File: config.mk
export PLATFORM = sky130hd
export DESIGN_NAME = vext_to_scalar
export DESIGN_NICKNAME = d
export VERILOG_FILES = /design/src/rtl/vext_pkg.sv /design/src/rtl/vext_decode.sv /design/src/rtl/vext_select.sv /design/src/rtl/vext_permit.sv /design/src/rtl/vext_to_scalar.sv
export SDC_FILE = /design/constraint.sdc
export NUM_CORES = 1
export LEC_CHECK = 0
export CAP_MARGIN = 20
export CELL_PAD_IN_SITES_DETAIL_PLACEMENT = 0
export CELL_PAD_IN_SITES_GLOBAL_PLACEMENT = 1
export CORE_MARGIN = 3
export CORE_UTILIZATION = 36
export CTS_CLUSTER_SIZE = 10
export DETAILED_ROUTE_END_ITERATION = 10
export PLACE_DENSITY = 0.88
export SYNTH_ARGS = -nofsm -noshare
export SYNTH_HDL_FRONTEND = slang
export SYNTH_HIERARCHICAL = 1
export SYNTH_SLANG_ARGS = --single-unit
File: constraint.sdc
create_clock -name clk -period 4.6 [get_ports clk]
set_input_delay 0.46 -clock clk [delete_from_list [all_inputs] [get_ports clk]]
set_output_delay 0.46 -clock clk [all_outputs]
set_load 0.02 [all_outputs]
File: src/rtl/vext_pkg.sv
package vext_pkg;

   typedef enum logic [1:0] {
      ESZ_8  = 2'd0,
      ESZ_16 = 2'd1,
      ESZ_32 = 2'd2,
      ESZ_64 = 2'd3
   } esz_e;

   typedef struct packed {
      logic       hit;       // opcode pattern matched
      logic       bad_enc;   // reserved or illegal size/width pairing
      logic       narrow;    // 32-bit destination
      esz_e       size;
      logic [3:0] lane;      // element index
      logic       wide_src;  // full 128-bit operand visible
      logic [4:0] dst;
   } dec_t;

   localparam logic [8:0] OPC_MID = 9'b001110000;
   localparam logic [5:0] OPC_LOW = 6'b001111;

endpackage

File: src/rtl/vext_decode.sv
module vext_decode
   import vext_pkg::*;
#(
   parameter int INSN_W = 32,
   parameter int REG_W  = 5
) (
   input  logic [INSN_W-1:0] insn,
   output dec_t              dec,
   output logic [REG_W-1:0]  src_reg
);

   localparam int IMM_LO = 16;
   localparam int IMM_W  = 5;

   if (INSN_W != 32) begin : g_bad_insn_w
      $error("vext_decode: INSN_W must be 32");
   end
   if (REG_W != 5) begin : g_bad_reg_w
      $error("vext_decode: REG_W must be 5");
   end

   logic [IMM_W-1:0] imm;
   logic             q_bit;
   logic             size_none;
   esz_e             size;
   logic [3:0]       lane;
   logic             pair_bad;

   assign imm     = insn[IMM_LO +: IMM_W];
   assign q_bit   = insn[30];
   assign src_reg = insn[9:5];

   always_comb begin
      size_none = 1'b0;
      size      = ESZ_8;
      casez (imm[3:0])
         4'b???1: size = ESZ_8;
         4'b??10: size = ESZ_16;
         4'b?100: size = ESZ_32;
         4'b1000: size = ESZ_64;
         default: size_none = 1'b1;
      endcase
   end

   always_comb begin
      unique case (size)
         ESZ_8:   lane = imm[4:1];
         ESZ_16:  lane = {1'b0, imm[4:2]};
         ESZ_32:  lane = {2'b00, imm[4:3]};
         default: lane = {3'b000, imm[4]};
      endcase
   end

   assign pair_bad = q_bit ? (size != ESZ_64) : (size == ESZ_64);

   always_comb begin
      dec.hit      = (insn[31] == 1'b0) && (insn[29:21] == OPC_MID) &&
                     (insn[15:10] == OPC_LOW);
      dec.bad_enc  = size_none || pair_bad;
      dec.narrow   = ~q_bit;
      dec.size     = size;
      dec.lane     = lane;
      dec.wide_src = imm[4];
      dec.dst      = insn[4:0];
   end

endmodule

File: src/rtl/vext_select.sv
module vext_select
   import vext_pkg::*;
#(
   parameter int VEC_W = 128,
   parameter int XLEN  = 64
) (
   input  logic [VEC_W-1:0] opnd,
   input  logic             wide_src,
   input  esz_e             size,
   input  logic [3:0]       lane,
   input  logic             narrow,
   output logic [XLEN-1:0]  value
);

   localparam int HALF_W = VEC_W / 2;
   localparam int NSIZE  = 4;

   if (VEC_W != 2 * XLEN) begin : g_bad_vec_w
      $error("vext_select: VEC_W must be twice XLEN");
   end
   if (XLEN != 64) begin : g_bad_xlen
      $error("vext_select: XLEN must be 64");
   end

   logic [VEC_W-1:0] window;
   logic [XLEN-1:0]  ext [NSIZE];
   logic [XLEN-1:0]  picked;

   // High half hidden when the index field cannot reach it
   assign window = wide_src ? opnd : {{HALF_W{1'b0}}, opnd[HALF_W-1:0]};

   for (genvar g = 0; g < NSIZE; g++) begin : g_size
      localparam int ESZ = 8 << g;
      localparam int NL  = VEC_W / ESZ;
      localparam int IW  = $clog2(NL);
      logic [ESZ-1:0] lanes [NL];
      for (genvar k = 0; k < NL; k++) begin : g_lane
         assign lanes[k] = window[k*ESZ +: ESZ];
      end
      if (ESZ < XLEN) begin : g_pad
         assign ext[g] = {{(XLEN-ESZ){1'b0}}, lanes[lane[IW-1:0]]};
      end else begin : g_full
         assign ext[g] = lanes[lane[IW-1:0]];
      end
   end

   // Fixed-depth mux: every size path is always evaluated
   assign picked = ext[size];
   assign value  = narrow ? {{(XLEN-32){1'b0}}, picked[31:0]} : picked;

endmodule

File: src/rtl/vext_permit.sv
module vext_permit (
   input  logic       hit,
   input  logic       bad_enc,
   input  logic [3:0] lane,
   input  logic       fp_ok,
   input  logic       simd_ok,
   output logic       undef_o,
   output logic       trap_o,
   output logic       wen_o
);

   logic needed_ok;

   assign needed_ok = (lane == 4'd0) ? fp_ok : simd_ok;
   assign undef_o   = hit && bad_enc;
   assign trap_o    = hit && !bad_enc && !needed_ok;
   assign wen_o     = hit && !bad_enc && needed_ok;

endmodule

File: src/rtl/vext_to_scalar.sv
module vext_to_scalar
   import vext_pkg::*;
#(
   parameter int INSN_W = 32,
   parameter int VEC_W  = 128,
   parameter int XLEN   = 64,
   parameter int REG_W  = 5
) (
   input  logic              clk,
   input  logic              rst,
   input  logic              in_valid,
   input  logic [INSN_W-1:0] insn,
   input  logic [VEC_W-1:0]  vec_opnd,
   input  logic              fp_ok,
   input  logic              simd_ok,
   output logic [REG_W-1:0]  src_vreg,
   output logic              out_valid,
   output logic [REG_W-1:0]  out_rd,
   output logic [XLEN-1:0]   out_wdata,
   output logic              out_wen,
   output logic              out_narrow,
   output logic              out_undef,
   output logic              out_trap
);

   dec_t            dec;
   logic [XLEN-1:0] value;
   logic            undef_c, trap_c, wen_c, take;

   vext_decode #(.INSN_W(INSN_W), .REG_W(REG_W)) decode_i (
      .insn    (insn),
      .dec     (dec),
      .src_reg (src_vreg)
   );

   vext_select #(.VEC_W(VEC_W), .XLEN(XLEN)) select_i (
      .opnd     (vec_opnd),
      .wide_src (dec.wide_src),
      .size     (dec.size),
      .lane     (dec.lane),
      .narrow   (dec.narrow),
      .value    (value)
   );

   vext_permit permit_i (
      .hit     (dec.hit),
      .bad_enc (dec.bad_enc),
      .lane    (dec.lane),
      .fp_ok   (fp_ok),
      .simd_ok (simd_ok),
      .undef_o (undef_c),
      .trap_o  (trap_c),
      .wen_o   (wen_c)
   );

   assign take = in_valid && dec.hit;

   always_ff @(posedge clk) begin
      if (rst) begin
         out_valid  <= 1'b0;
         out_rd     <= '0;
         out_wdata  <= '0;
         out_wen    <= 1'b0;
         out_narrow <= 1'b0;
         out_undef  <= 1'b0;
         out_trap   <= 1'b0;
      end else begin
         out_valid  <= take;
         out_rd     <= take ? dec.dst : '0;
         out_wdata  <= (take && wen_c) ? value : '0;
         out_wen    <= take && wen_c;
         out_narrow <= take && wen_c && dec.narrow;
         out_undef  <= take && undef_c;
         out_trap   <= take && trap_c;
      end
   end

   logic port_hit;
   assign port_hit = (insn[31] == 1'b0) && (insn[29:21] == OPC_MID) &&
                     (insn[15:10] == OPC_LOW);


   nomatch_quiet_chk: assert property (@(posedge clk) disable iff (rst)
      (in_valid && !port_hit) |=> (!out_valid && !out_wen && !out_undef && !out_trap));


   reserved_undef_chk: assert property (@(posedge clk) disable iff (rst)
      (in_valid && port_hit && insn[19:16] == 4'b0000) |=> (out_undef && !out_wen));


   wide_pair_chk: assert property (@(posedge clk) disable iff (rst)
      (in_valid && port_hit && insn[30] && insn[19:16] != 4'b1000) |=> (out_undef && !out_wen));


   narrow_upper_zero_chk: assert property (@(posedge clk) disable iff (rst)
      (out_wen && out_narrow) |-> (out_wdata[XLEN-1:32] == '0));


   trap_no_write_chk: assert property (@(posedge clk) disable iff (rst)
      out_trap |-> (!out_wen && out_wdata == '0));


   undef_trap_excl_chk: assert property (@(posedge clk) disable iff (rst)
      !(out_undef && out_trap));


   idle_no_valid_chk: assert property (@(posedge clk) disable iff (rst)
      !in_valid |=> !out_valid);

endmodule

==> results by group, run 1 <==
Critical path
  – Crit path max fanout: 54
  – Setup CP Type: input port to flip-flop
  – CP endpoint kind: flip-flop
  – Worst Path Required: 4.88 ns
  – Worst EP arrival: 3.66 ns
  – Crit-path cells: clkdlybuf4s50_1 > nor2b_1 > o21ai_0 > nand2_4 > buf_12 > nand2b_1 > o221ai_1 > o211ai_1 > a221oi_2 > and2_1
  – CP max-delay cell: nand2b_1
  – Delay-heaviest family, CP: compound AO/OA/AOI/OAI gates
  – CP startpoint kind: input port
  – Buf/Inv on CP: 2
  – Crit path largest cell delay: 0.65 ns

Global routing
  – Antenna violations before repair: 3
  – Total gr overflow: 0
  – First-pass GRT wire length: 40000 um
  – Vias in the first global route: 6743
  – Largest net degree at the start of global routing: 96
  – All-layer global routing usage: 0.255

Power and ir drop
  – P_leak: 0.00347 uW
  – Max VDD drop: 0.000161 V
  – Power per Cell Area: 239 nW/um2

Layout
  – Fin cells: 1131
  – Design area: 9250 um2
  – P&R area growth vs syn: 37.5%
  – Fill cells: 1713
  – Post-layout net count: 1061
  – Share of cells above drive strength 1: 0.0954

Synth
  – Sequential fraction of the synthesis area: 0.220
  – Async set-reset flop share out of synthesis: 0
  – Mapped Nets: 889
  – Netlist cell types: 53
  – Yosys warns: 6
  – Most common flop cell mapped by yosys: dfxtp_1
  – Syn_area_per_cell: 9.29 um2
  – Flops & latches, synth: 74
  – Syn Inst Count: 724
  – EDFF count, synth: 0
  – Mapped cell area: 6730 um2

Hold path
  – Min-Delay Endpoint: out_rd[4]
  – Hold Path Stages: 2
  – Worst hold path type: input port to flip-flop
  – Hold Path Origin: insn[4]

Floorplan
  – Site row count: 49
  – Die area: 20400 um2
  – Die Wd: 143 um
  – Initial Util: 0.371
  – Die height: 143 um
  – IO Count: 244
  – Core ar.: 18100 um2

Clock network
  – Clk root buf: clkbuf_16
  – CTS max path bufs: 2
  – CTS H-tree lvls: 3
  – Clock sink count: 74
  – Num CTS Buffers: 9
  – Clock transition at the registers of the reported paths: 0.06 ns
  – Post-CTS Hold Buffers: 0
  – Post-CTS Setup Inserts: 0
  – Cts repair resizes: 0
  – TritonCTS clock tree: yes

Routing
  – Post-route ant nets: 0
  – 1st-pass router iterations: 5
  – Wire per inst: 23.9 um
  – Avg Vias per Cell: 6.14
  – 1st-iter DRT viols: 767
  – Post-Route WL: 27000 um
  – DRC: 0
  – Vias: 6940

Place
  – Placed inst area: 8900 um2
  – Hpwl dp: 18400 um
  – GPL Wtd Cong: 0.896
  – Placed insts: 1113
  – IO buf count: 233

Timing
  – Fin Hold WS: 0.680 ns
  – Final Max Slew Viols: 0
  – Worst slew pin tran: 1.08 ns
  – Fmax: 296 MHz
  – RSZ-0062 raised after global routing: false
  – Final period util: 0.735
  – Fin Setup TNS: 0 ns
  – Setup violators final: 0
  – Slew margin rel.: 0.280
  – Final hold viol count: 0
  – Post-layout min period: 3.38 ns

Job
  – Max_cap viols: 0

Status
  – Status: finished clean
==> per-layer routing <==
layer	global-route usage	vias up	share of wire
li1	-	3102	-
met1	0.343	3272	0.40
met2	0.396	489	0.44
met3	0.0603	73	0.12
met4	0.106	4	0.035
met5	0	-	0.00085
==> per-stage QoR <==
step | worst slack (ns) | util | power (uW)
floorplan | 2.20 | - | 1150
detailed placement | 0.972 | 0.491 | 1400
global placement | 1.06 | 0.491 | 1390
finish | 1.22 | 0.510 | 2210
global route | 1.05 | 0.510 | 2280
CTS | 1.30 | 0.509 | 2200
==> Yosys cell counts, types with 7 or more instances <==
master     instances  share of area
mux4_1             7          0.027
a211oi_1           9          0.010
o22ai_1           11          0.010
mux2i_1           97           0.14
buf_4             21          0.023
a21oi_1           26          0.019
nand3_1           10         0.0074
and2_1            74          0.069
a221o_1            8          0.012
o22a_1            10          0.013
buf_6             11          0.018
nand2b_1          10         0.0093
nor2_1            64          0.036
o21ai_1            7         0.0052
o211ai_1           8         0.0089
clkbuf_1          23          0.013
o21ai_0           10         0.0074
o221ai_1          26          0.034
nand2_1           40          0.022
a22oi_1           43          0.048
dfxtp_1           74           0.22
a2bb2oi_1          8          0.010
o21a_1             9          0.010
mux4_2            33           0.11
o311a_1            8          0.012
buf_2             24          0.018
==> cells by family after synthesis <==
| kind of cell | count (synthesis) | synth area share |
|---|---|---|
| compound gates | 199 | 0.228 |
| mux | 137 | 0.282 |
| simple gates | 221 | 0.174 |
| flops | 74 | 0.220 |
| buf+inv | 93 | 0.0960 |
==> worst max path at each step <==
| stage | end | from | cells after the start |
|---|---|---|---|
| 2_1_floorplan | out_wdata[4] | insn[16] | 9 |
| 3_3_place_gp | out_wdata[6] | insn[17] | 10 |
| 3_5_place_dp | out_wdata[8] | insn[17] | 9 |
| 4_1_cts | out_wdata[8] | insn[17] | 9 |
| 5_1_grt | out_wdata[8] | insn[17] | 9 |
| 6_report | out_wdata[6] | insn[17] | 10 |
==> state kept, by name, summed over array words and instances, names as in the netlist <==
name	flops
out_valid	1
out_trap	1
out_undef	1
out_rd	5
out_wdata	64
out_wen	1
out_narrow	1
==> placed cells by master (no fill, tap or decap), types with 3 or more instances in the layout <==
cell type and instances:
buf_12 5, o22ai_1 11, inv_1 5, o211ai_1 8, and3_1 3, o21ai_0 9, a221oi_2 6, o221ai_1 26
nor2_1 61, a22oi_1 43, mux2i_1 97, buf_4 10, mux4_1 7, dfxtp_1 74, clkdlybuf4s50_1 233, o311a_1 8
nand3_1 10, nor2b_1 3, clkbuf_16 9, o21a_1 9, mux4_2 33, a221oi_1 4, and2_1 73, a21o_1 3
nand2_1 39, o22a_1 10, a2bb2oi_1 8, nand2b_1 10, a21oi_1 26, a221o_1 8, o21ai_1 7, a211oi_1 9
==> power breakdown <==
part / internal, uW / switching, uW / leakage, uW
logic: 378 / 386 / 0.00272
registers: 640 / 0.0000553 / 0.000596
clock network: 481 / 323 / 0.000153
==> final cells by class <==
| type | instances | area [um2] | area share |
|---|---|---|---|
| multi-input combinational | 557 | 4630 | 0.500 |
| timing repair buffer | 248 | 2510 | 0.271 |
| tap | 229 | 287 | 0.0310 |
| antenna | 1 | 2.50 | 0.000270 |
| clock inverter | 7 | 101 | 0.0110 |
| inverter | 6 | 22.5 | 0.00243 |
| clock buffer | 9 | 225 | 0.0243 |
| sequential | 74 | 1480 | 0.160 |
Note: power is estimated with default switching activity, not from simulation.
==> run 2: changes to the inputs <==
--- a/config.mk
+++ b/config.mk
@@ -9,10 +9,10 @@
 export CELL_PAD_IN_SITES_DETAIL_PLACEMENT = 0
 export CELL_PAD_IN_SITES_GLOBAL_PLACEMENT = 1
 export CORE_MARGIN = 3
-export CORE_UTILIZATION = 36
+export CORE_UTILIZATION = 34
 export CTS_CLUSTER_SIZE = 10
 export DETAILED_ROUTE_END_ITERATION = 10
-export PLACE_DENSITY = 0.88
+export PLACE_DENSITY = 0.83
 export SYNTH_ARGS = -nofsm -noshare
 export SYNTH_HDL_FRONTEND = slang
 export SYNTH_HIERARCHICAL = 1
==> constraint.sdc (replaced) <==
create_clock -name clk -period 3.41 [get_ports clk]
set_input_delay 0.341 -clock clk [delete_from_list [all_inputs] [get_ports clk]]
set_output_delay 0.341 -clock clk [all_outputs]
set_load 0.02 [all_outputs]
==> run 2 against run 1 <==
Compared with the run above: hold slack got worse by 0.14 ns; global-route usage down 0.90 points; non-clock buffer count grew 25; wire length rose by 1.2%; sequential power is 35% higher; first-iteration DRC count decreased by 0.91%; critical path depth up 1; count of clock-buffer cells in the layout unchanged; die area rose by 5.6%; cell count up 5.2%; core utilization fell by 1.2 points; worst setup slack got worse by 0.46 ns.
==> results by group, run 2 (synthesis gave the netlist of run 1 again) <==
Clock network
  – TritonCTS clock tree: yes
  – Clock transition at the registers of the reported paths: 0.07 ns
  – Cts repair resizes: 0
  – CTS H-tree lvls: 3
  – Clock sink count: 74
  – Post-CTS Hold Buffers: 0
  – Clk root buf: clkbuf_16
  – Post-CTS Setup Inserts: 0
  – Num CTS Buffers: 9
  – CTS max path bufs: 2

Routing
  – DRC: 0
  – 1st-iter DRT viols: 760
  – 1st-pass router iterations: 5
  – Avg Vias per Cell: 5.85
  – Vias: 6962
  – Post-Route WL: 27400 um
  – Post-route ant nets: 0
  – Wire per inst: 23.0 um

Layout
  – Fill cells: 1807
  – Commonest non-fill, non-tap cells in the layout: clkdlybuf4s50_1, mux2i_1, dfxtp_1
  – Biggest register: out_wdata
  – Post-layout util: 0.498
  – Commonest non-fill, non-tap cell in the layout: clkdlybuf4s50_1
  – Share of cells above drive strength 1: 0.120
  – Largest register FFs: 64
  – Post-layout net count: 1086
  – Fin cells: 1190
  – Largest registers: out_wdata x64, out_rd x5
  – P&R area growth vs syn: 41.1%

Floorplan
  – IO Count: 244
  – Die area: 21500 um2
  – Die Wd: 147 um
  – Initial Util: 0.353
  – Core ar.: 19100 um2
  – Site row count: 50
  – Die height: 147 um

Global routing
  – First-pass GRT wire length: 41300 um
  – Total gr overflow: 0
  – Vias in the first global route: 6873
  – Antenna violations before repair: 4
  – Largest net degree at the start of global routing: 66
  – All-layer global routing usage: 0.246

Critical path
  – Delay-heaviest family, CP: buffers and inverters
  – Crit path largest cell delay: 0.53 ns
  – CP Depth: 11
  – Crit-path cells: clkdlybuf4s50_1 > nor2b_1 > o21ai_0 > nand2_4 > buf_12 > nand2_2 > buf_4 > o221ai_1 > o211ai_1 > a221oi_2 > and2_1
  – Crit path max fanout: 61
  – Worst EP arrival: 2.95 ns
  – CP max-delay cell: clkdlybuf4s50_1
  – Setup CP Type: input port to flip-flop
  – CP startpoint kind: input port
  – Buf/Inv on CP: 3
  – Worst Path Required: 3.71 ns
  – CP endpoint kind: flip-flop

Timing
  – RSZ-0062 raised after global routing: false
  – Fin Setup TNS: 0 ns
  – Final Max Slew Viols: 0
  – Slew margin rel.: 0.531
  – Final hold viol count: 0
  – Post-layout min period: 2.65 ns
  – Worst slew pin tran: 0.703 ns
  – Fmax: 377 MHz
  – Setup violators final: 0
  – Final period util: 0.778

Power and ir drop
  – Switch Pwr: 975 uW
  – Sequential share of power: 0.292
  – Power per Cell Area: 312 nW/um2
  – Int Pwr: 1990 uW
  – Max VDD drop: 0.000222 V
  – Clock Power Share: 0.346
  – Logic pwr share: 0.362
  – Switching share of power: 0.329
  – P_leak: 0.00359 uW

Place
  – IO buf count: 233
  – Placed insts: 1170
  – GPL Wtd Cong: 0.873
  – Hpwl dp: 19700 um

Hold path
  – Min-Delay Endpoint: out_rd[1]
  – Worst hold path type: input port to flip-flop
  – Hold Path Origin: insn[1]
  – Hold Path Stages: 2

Status
  – Status: finished clean

Job
  – Max_cap viols: 0
[run 2: power by group through the flow]
stage | Sequential [uW] | Combinational [uW] | Clock [uW]
after global routing | 863 | 1140 | 1080
final | 864 | 1070 | 1020
after global placement | 884 | 1050 | 0
after detailed placement | 884 | 1050 | 0
after floorplan | 884 | 661 | 0
after CTS | 864 | 1060 | 1050
[run 2: worst max-delay path by stage]
| stage | slack, ns | startpoint | to |
|---|---|---|---|
| 2_1_floorplan | 1.13 | insn[16] | out_wdata[4] |
| 3_3_place_gp | 0.46 | insn[16] | out_wdata[2] |
| 3_5_place_dp | 0.41 | insn[17] | out_wdata[2] |
| 4_1_cts | 0.78 | insn[17] | out_wdata[2] |
| 5_1_grt | 0.57 | insn[17] | out_wdata[2] |
| 6_report | 0.76 | insn[17] | out_wdata[2] |
[run 2: final cells by class]
| cell class | count | area [um2] | share of cell area |
|---|---|---|---|
| Tap cell | 260 | 325 | 0.0343 |
| Antenna cell | 4 | 10.0 | 0.00105 |
| Clock buffer | 9 | 225 | 0.0237 |
| Timing Repair Buffer | 273 | 2720 | 0.286 |
| Clock inverter | 7 | 83.8 | 0.00883 |
| Inverter | 6 | 22.5 | 0.00237 |
| Sequential cell | 74 | 1480 | 0.156 |
| Multi-Input combinational cell | 557 | 4630 | 0.487 |
[run 2: stage by stage]
step | power (uW) | area [um2] | hold WS [ns] | setup WS [ns]
6_report | 2960 | 9500 | 0.543 | 0.756
3_3_place_gp | 1940 | 9180 | 0.682 | 0.456
4_1_cts | 2970 | 9490 | 0.534 | 0.776
3_5_place_dp | 1940 | 9180 | 0.682 | 0.408
2_1_floorplan | 1540 | 6730 | 0.537 | 1.13
5_1_grt | 3080 | 9500 | 0.539 | 0.571
[run 2: metal layers]
layer	up-vias	share of wire	track usage
li1	3155	-	-
met1	3301	0.41	0.332
met2	445	0.46	0.380
met3	61	0.094	0.0531
met4	0	0.036	0.109
met5	-	0	0
==> run 3: changes to the inputs <==
--- a/config.mk
+++ b/config.mk
@@ -9,10 +9,10 @@
 export CELL_PAD_IN_SITES_DETAIL_PLACEMENT = 0
 export CELL_PAD_IN_SITES_GLOBAL_PLACEMENT = 1
 export CORE_MARGIN = 3
-export CORE_UTILIZATION = 34
+export CORE_UTILIZATION = 31
 export CTS_CLUSTER_SIZE = 10
 export DETAILED_ROUTE_END_ITERATION = 10
-export PLACE_DENSITY = 0.83
+export PLACE_DENSITY = 0.8
 export SYNTH_ARGS = -nofsm -noshare
 export SYNTH_HDL_FRONTEND = slang
 export SYNTH_HIERARCHICAL = 1
==> constraint.sdc (replaced) <==
create_clock -name clk -period 2.2 [get_ports clk]
set_input_delay 0.22 -clock clk [delete_from_list [all_inputs] [get_ports clk]]
set_output_delay 0.22 -clock clk [all_outputs]
set_load 0.02 [all_outputs]
==> run 3 against run 2 <==
Compared with the run above: worst setup slack worse by 0.66 ns; final area up 14%; critical endpoint is now out_wdata[13]; sequential share of layout area down 1.9 points; sequential power up 55%; clock power up 65%; largest power group unchanged; core utilization up 1.3 points.
==> results by group, run 3 (synthesis gave the netlist of run 1 again) <==
Status
  – Status: finished clean

Power and ir drop
  – Clock Power Share: 0.335
  – Switching share of power: 0.313
  – Max VDD drop: 0.000329 V
  – Sequential share of power: 0.267
  – Power per Cell Area: 464 nW/um2
  – Int Pwr: 3440 uW
  – P_leak: 0.00436 uW
  – Switch Pwr: 1570 uW
  – Logic pwr share: 0.398

Critical path
  – Setup CP Type: input port to flip-flop
  – Buf/Inv on CP: 4
  – Worst EP arrival: 2.36 ns
  – CP startpoint kind: input port
  – CP max-delay cell: mux4_1
  – Delay-heaviest family, CP: buffers and inverters
  – Crit path max fanout: 14
  – Worst Path Required: 2.46 ns
  – Crit path largest cell delay: 0.54 ns
  – Crit-path cells: dlygate4sd2_1 > nor2b_4 > o21ai_0 > buf_4 > nand2_4 > buf_12 > buf_4 > mux4_1 > a221oi_1 > nor4_1 > and2_1
  – Worst path most repeated cell: buf_4
  – CP endpoint kind: flip-flop

Timing
  – Slew margin rel.: 0.744
  – Fin Setup TNS: 0 ns
  – Post-layout min period: 2.10 ns
  – Final Max Slew Viols: 0
  – Fmax: 476 MHz
  – Worst slew pin tran: 0.383 ns
  – Setup violators final: 0
  – RSZ-0062 raised after global routing: false
  – Final hold viol count: 0
  – Final period util: 0.955

Hold path
  – Worst hold path type: input port to flip-flop

Layout
  – Commonest non-fill, non-tap cell in the layout: clkdlybuf4s50_1
  – Fill cells: 1902
  – Largest register FFs: 64
  – Share of cells above drive strength 1: 0.229
  – Biggest register: out_wdata
  – P&R area growth vs syn: 60.7%
  – Largest registers: out_wdata x64, out_rd x5
  – Post-layout util: 0.511
  – Post-layout net count: 1203
  – Fin cells: 1319
  – Commonest non-fill, non-tap cells in the layout: clkdlybuf4s50_1, buf_4, mux2i_1
  – Design area: 10800 um2

Routing
  – Vias: 7785
  – Wire per inst: 23.5 um
  – Avg Vias per Cell: 5.90
  – Post-Route WL: 31000 um
  – DRC: 0
  – Post-route ant nets: 0
  – 1st-pass router iterations: 5
  – 1st-iter DRT viols: 960

Clock network
  – CTS H-tree lvls: 3
  – Clock sink count: 74
  – TritonCTS clock tree: yes
  – Clk root buf: clkbuf_16
  – Num CTS Buffers: 9
  – Clock transition at the registers of the reported paths: 0.07 ns
  – CTS max path bufs: 2

Global routing
  – First-pass GRT wire length: 45800 um
  – Total gr overflow: 0
  – Largest net degree at the start of global routing: 24
  – Vias in the first global route: 7561
  – Antenna violations before repair: 2
  – All-layer global routing usage: 0.252

Place
  – GPL Wtd Cong: 0.943
  – Hpwl dp: 22300 um
  – Placed insts: 1274
  – Placed inst area: 9970 um2
  – IO buf count: 233

Floorplan
  – Die height: 153 um
  – Site row count: 53
  – Die Wd: 153 um
  – Initial Util: 0.318
  – Core ar.: 21200 um2
  – IO Count: 244
  – Die area: 23500 um2

Job
  – Max_cap viols: 0
==> run 3: per-stage QoR <==
step	setup WS [ns]	hold slack, ns	total power [uW]
global route	0.0107	0.429	5200
CTS	0.0310	0.409	4990
detailed placement	-0.544	0.440	3180
floorplan	0.0368	0.416	2390
finish	0.0997	0.426	5010
global placement	-0.539	0.440	3170
==> run 3: what timing repair did <==
action                                  CTS  global route
pin swaps                                 5             9
endpoints found under the setup margin   65            56
buffers inserted                         16             6
gates resized for setup                  22            16
hold buffers                              0             0
cloned                                    7             0
endpoints found under the hold margin     0             0
==> run 3: power groups by stage <==
| stage | Clock, uW | Sequential [uW] | Combinational [uW] |
|---|---|---|---|
| 2_1_floorplan | 0 | 1370 | 1020 |
| 3_3_place_gp | 0 | 1370 | 1800 |
| 3_5_place_dp | 0 | 1370 | 1810 |
| 4_1_cts | 1710 | 1340 | 1940 |
| 5_1_grt | 1770 | 1340 | 2090 |
| 6_report | 1680 | 1340 | 2000 |
==> run 3: per-layer routing <==
metal  wire, um  up-vias  global-route usage
met2      14000      615               0.399
met3       3470      105              0.0691
met4       1350        2               0.117
met5         13        -                   0
met1      12200     3672               0.320
li1           -     3391                   -
==> run 3: final timing paths <==
check | startpoint | to | slack (ns) | cells past startpoint
worst min-delay path | insn[4] | out_rd[4] | 0.43 | 2
worst max-delay path | insn[20] | out_wdata[13] | 0.1 | 11
==> run 3: area by class of cell <==
cell class / instances / area [um2] / share of cell area
multi-input combinational: 557 / 4670 / 0.432
timing repair buffer: 390 / 3960 / 0.366
sequential: 74 / 1480 / 0.137
tap: 275 / 344 / 0.0318
clock buffer: 10 / 239 / 0.0221
clock inverter: 6 / 90.1 / 0.00833
inverter: 6 / 22.5 / 0.00208
antenna: 1 / 2.50 / 0.000232
